===== config.mk =====
export PLATFORM = sky130hd
export DESIGN_NAME = bridge_gate_ctrl
export DESIGN_NICKNAME = d
export VERILOG_FILES = /design/src/rtl/bridge_gate_pkg.sv /design/src/rtl/bridge_cmd_decode.sv /design/src/rtl/bridge_dead_timer.sv /design/src/rtl/bridge_gate_ctrl.sv
export SDC_FILE = /design/constraint.sdc
export NUM_CORES = 1
export LEC_CHECK = 0
export ABC_CLOCK_PERIOD_IN_PS = 7100
export BUFFER_PORTS_ARGS = -buffer_cell sky130_fd_sc_hd__buf_2
export CORE_UTILIZATION = 45
export DETAILED_ROUTE_END_ITERATION = 6
export PLACE_DENSITY = 0.7
export RECOVER_POWER = 25
export SLEW_MARGIN = 20
export SYNTH_ARGS = -nofsm -noshare
export SYNTH_HDL_FRONTEND = slang
export SYNTH_HIERARCHICAL = 1
export SYNTH_SLANG_ARGS = --single-unit

===== constraint.sdc =====
create_clock -name clk -period 7.1 [get_ports clk]
set_clock_uncertainty 0.15 [all_clocks]
set_input_delay 0.355 -clock clk [delete_from_list [all_inputs] [get_ports clk]]
set_output_delay 0.355 -clock clk [all_outputs]
set_load 0.02 [all_outputs]

===== src/rtl/bridge_gate_pkg.sv =====
package bridge_gate_pkg;
  localparam int GATES  = 4;
  localparam int HI_A   = 0;
  localparam int LO_A   = 1;
  localparam int HI_B   = 2;
  localparam int LO_B   = 3;

  // Strobes from the command decoder to the timing datapath
  typedef struct packed {
    logic             killAll;
    logic [GATES-1:0] wantOn;
  } gateCmd_t;
endpackage


===== src/rtl/bridge_cmd_decode.sv =====
module bridge_cmd_decode
  import bridge_gate_pkg::*;
(
  input  logic     phaseSel,
  input  logic     enableN,
  input  logic     driveOn,
  input  logic     fastDecay,
  output gateCmd_t cmd
);
  logic fwd;
  logic keepLow;

  assign fwd     = phaseSel;
  // Lower switch keeps conducting while driving, and during slow-decay chopping
  assign keepLow = driveOn | ~fastDecay;

  always_comb begin
    cmd.killAll      = enableN;
    cmd.wantOn[HI_A] = fwd & driveOn;
    cmd.wantOn[LO_B] = fwd & keepLow;
    cmd.wantOn[HI_B] = ~fwd & driveOn;
    cmd.wantOn[LO_A] = ~fwd & keepLow;
  end
endmodule


===== src/rtl/bridge_dead_timer.sv =====
module bridge_dead_timer
  import bridge_gate_pkg::*;
#(
  parameter int DEAD_W = 8
) (
  input  logic              clk,
  input  logic              rst_n,
  input  gateCmd_t          cmd,
  input  logic [DEAD_W-1:0] deadCount,
  output logic [GATES-1:0]  gateQ
);
  logic [GATES-1:0] wantEff;

  assign wantEff = cmd.wantOn & {GATES{~cmd.killAll}};

  for (genvar g = 0; g < GATES; g++) begin : g_gate
    localparam int PEER = g ^ 1;
    logic              gateOn;
    logic [DEAD_W-1:0] waitCnt;

    always_ff @(posedge clk) begin
      if (!rst_n) begin
        gateOn  <= 1'b0;
        waitCnt <= '0;
      end else if (!wantEff[g]) begin
        gateOn  <= 1'b0;
        waitCnt <= '0;
      end else if (gateOn) begin
        gateOn  <= 1'b1;
      end else if (gateQ[PEER]) begin
        waitCnt <= '0;
      end else if (waitCnt >= deadCount) begin
        gateOn  <= 1'b1;
      end else begin
        waitCnt <= waitCnt + 1'b1;
      end
    end

    assign gateQ[g] = gateOn;

    p_off_next_r7: assert property (@(posedge clk) disable iff (!rst_n)
      !wantEff[g] |=> !gateQ[g]);

    p_on_needs_want_r8: assert property (@(posedge clk) disable iff (!rst_n)
      $rose(gateQ[g]) |-> $past(wantEff[g]));

    p_peer_gap_r9: assert property (@(posedge clk) disable iff (!rst_n)
      $rose(gateQ[g]) |-> !$past(gateQ[PEER]));
  end

  p_leg_excl_r10: assert property (@(posedge clk) disable iff (!rst_n)
    !(gateQ[HI_A] && gateQ[LO_A]) && !(gateQ[HI_B] && gateQ[LO_B]));
endmodule


===== src/rtl/bridge_gate_ctrl.sv =====
module bridge_gate_ctrl
  import bridge_gate_pkg::*;
#(
  parameter int DEAD_W = 8
) (
  input  logic              clk,
  input  logic              rst_n,
  input  logic              phaseSel,
  input  logic              enableN,
  input  logic              driveOn,
  input  logic              fastDecay,
  input  logic [DEAD_W-1:0] deadCount,
  output logic              gateHiA,
  output logic              gateLoA,
  output logic              gateHiB,
  output logic              gateLoB
);
  gateCmd_t         cmd;
  logic [GATES-1:0] gateQ;

  bridge_cmd_decode u_decode (
    .phaseSel  (phaseSel),
    .enableN   (enableN),
    .driveOn   (driveOn),
    .fastDecay (fastDecay),
    .cmd       (cmd)
  );

  bridge_dead_timer #(.DEAD_W(DEAD_W)) u_timer (
    .clk       (clk),
    .rst_n     (rst_n),
    .cmd       (cmd),
    .deadCount (deadCount),
    .gateQ     (gateQ)
  );

  assign gateHiA = gateQ[HI_A];
  assign gateLoA = gateQ[LO_A];
  assign gateHiB = gateQ[HI_B];
  assign gateLoB = gateQ[LO_B];

  p_disabled_off_r4: assert property (@(posedge clk) disable iff (!rst_n)
    enableN |=> !(gateHiA || gateLoA || gateHiB || gateLoB));

  p_slow_chop_r5: assert property (@(posedge clk) disable iff (!rst_n)
    (!enableN && !driveOn && !fastDecay) |=> !(gateHiA || gateHiB));
endmodule


==> reports/qor.yml <==
start_util: 0.468
drc: 0
slew_viol_final: 0
cp_max_fo: 7
slew_headroom: 0.558
fin_crit_ns: 2.64
postRouteAntennaNets: 0
ir_drop_v: 0.000104
dpl-instance-area_um2: 2670
yosysTopAreaCell: "dfxtp_1"
cts_setup_buffers: 0
crit_required_ns: 7.17
power.density_nw_per_um2: 149
grt_max_degree: 16
netlist_top_cells_area: "dfxtp_1 28%, ha_1 17%, nand3_1 4.3%"
clk_latency_ns: 0.29
worstSetupStartpointType: "register"
finish.instance_area_um2: 2770
worst_slew_pin_slew_ns: 0.658
status: "finished clean"
yosysWarnings: 6
cap_viol_max_count: 0
numPlacedInstances: 384
synth_ff_type: "dfxtp_1"
fp.dieH_um: 77.7
wire_per_inst_um: 14.3
clk_pin_slew_ns: 0.08
overflow: 0
synth_nets: 357
nFillCells: 525
grt_pass1_vias: 2121
fp.dieW_um: 77.7
instances_no_fill: 392
synthCells: 307
cts_tree: "yes"
totalWireLength_um: 5590
place_congestion: 0.813
synth_edf_count: 0
cts_buffers: 5
rsz0062_at_grt: "false"
setup-violations-final: 0
drive_gt1_frac: 0.116
grt_pass1_wl_um: 9680
leakagePower_uw: 0.00119
ys_seq_elements: 36
async_flop_share: 0
ys_types: 53
avgSynthCellArea_um2: 8.39
holdBufCountCts: 0
nNetsFinal: 369
ios: 18
hold_viol_final: 0
rows: 27
syn-cell-area_um2: 2580
cts_root_buf: "clkbuf_8"
cts_resized: 0
hpwlAfterDp_um: 4190
drt-pass1-iter-count: 4
areaGrowthSynthToFinish_pct: 7.67
seq_area_frac_synth: 0.280
cp-end-kind: "register"
arrival_ns: 2.70
hp-class: "primary input to register"
tns_ns: 0
antenna_found_initial: 0
vias_per_cell: 5.84
cts_sinks: 36
h-tree-depth: 2
ys_top_cells_by_count: "36 x dfxtp_1, 36 x ha_1, 29 x nor2_1"
die-area_um2: 6030
setup.worst_path.class: "register to register"
drt_iter0_markers: 104
max_freq_mhz: 379
num_vias: 2290
yosysTopAreaCellShare: 0.280
io_buffers: 17
diodes: 0
cts_max_path_buffers: 2
grtUsageTotal: 0.201
core_area_um2: 5510
fin_crit_sh: 0.372
## worst paths after layout
check,cells after the start,endpoint,start,slack (ns)
hold reg to reg,2,u_timer/g_gate[1].waitCnt[7],u_timer/g_gate[1].waitCnt[7],0.35
setup reg to reg,7,u_timer/g_gate[0].waitCnt[4],u_timer/g_gate[0].waitCnt[2],4.46
hold / removal,4,u_timer/g_gate[3].waitCnt[5],fastDecay,0.28
setup / recovery,7,u_timer/g_gate[0].waitCnt[4],u_timer/g_gate[0].waitCnt[2],4.46
## sequential cells by signal, indices dropped and copies added, names as in the netlist
name                    count
u_timer/g_gate.gateOn       4
u_timer/g_gate.waitCnt     32
## through the flow
stage | power (µW) | hold slack (ns) | util | worst slack, ns
global route | 433 | 0.306 | 0.504 | 4.24
finish | 415 | 0.285 | 0.504 | 4.46
CTS | 422 | 0.277 | 0.505 | 4.51
detailed placement | 238 | 0.333 | 0.484 | 4.32
floorplan | 229 | 0.301 | - | 4.66
global placement | 237 | 0.327 | 0.484 | 4.40
## worst max-delay path, stage by stage, from the launching register on
cell     delay (ns)
dfxtp_1        0.48
ha_1           0.30
a211o_1        0.29
a31oi_1        0.15
o31ai_1        0.18
or2_0          0.36
or4_1          0.50
a21oi_1        0.15
## cells in the final DEF, fill, tap and decap left out, types with 7 or more instances in the layout
| cell | netlist | final |
|---|---|---|
| nand3_1 | 22 | 22 |
| nand2_1 | 16 | 16 |
| and3_1 | 9 | 9 |
| o211ai_1 | 8 | 8 |
| buf_2 | 0 | 13 |
| a21oi_1 | 16 | 16 |
| nor3_1 | 7 | 7 |
| dfxtp_1 | 36 | 36 |
| nand3b_1 | 7 | 7 |
| nand4_1 | 11 | 11 |
| inv_1 | 17 | 17 |
| nor2_1 | 29 | 29 |
| ha_1 | 36 | 36 |
## power breakdown
group          leakage (µW)  internal, µW  switching [µW]
registers          0.000290           203            1.39
logic              0.000848          12.0            17.7
clock network     0.0000541           104            77.0
total               0.00119           319            96.0
## logic make-up (layout without fill, tap and decap cells)
family | count (synthesis) | in the layout | share of synthesized area
buf+inv | 30 | 43 | 0.0588
compound gates | 62 | 62 | 0.176
mux | 5 | 5 | 0.0194
simple gates | 138 | 138 | 0.291
fa+ha+maj | 36 | 36 | 0.175
flops | 36 | 36 | 0.280
## area by class of cell
type	count	area, µm²	share of cell area
multi-input cells	241	1700	0.614
flip-flops and latches	36	721	0.260
well taps	72	90.1	0.0325
repair buffers	17	80.1	0.0289
clock buffers	5	68.8	0.0248
inverters	18	67.6	0.0244
clock inverters	3	42.5	0.0153
## routing by layer
| metal | vias to the layer above | wire length (µm) | track usage |
|---|---|---|---|
| met2 | 48 | 2610 | 0.334 |
| met1 | 1068 | 2720 | 0.258 |
| met4 | 0 | 76 | 0.0660 |
| met3 | 8 | 196 | 0.0400 |
| met5 | - | 0 | 0 |
| li1 | 1166 | - | - |
No activity file was read; power rests on OpenSTA's default activity.
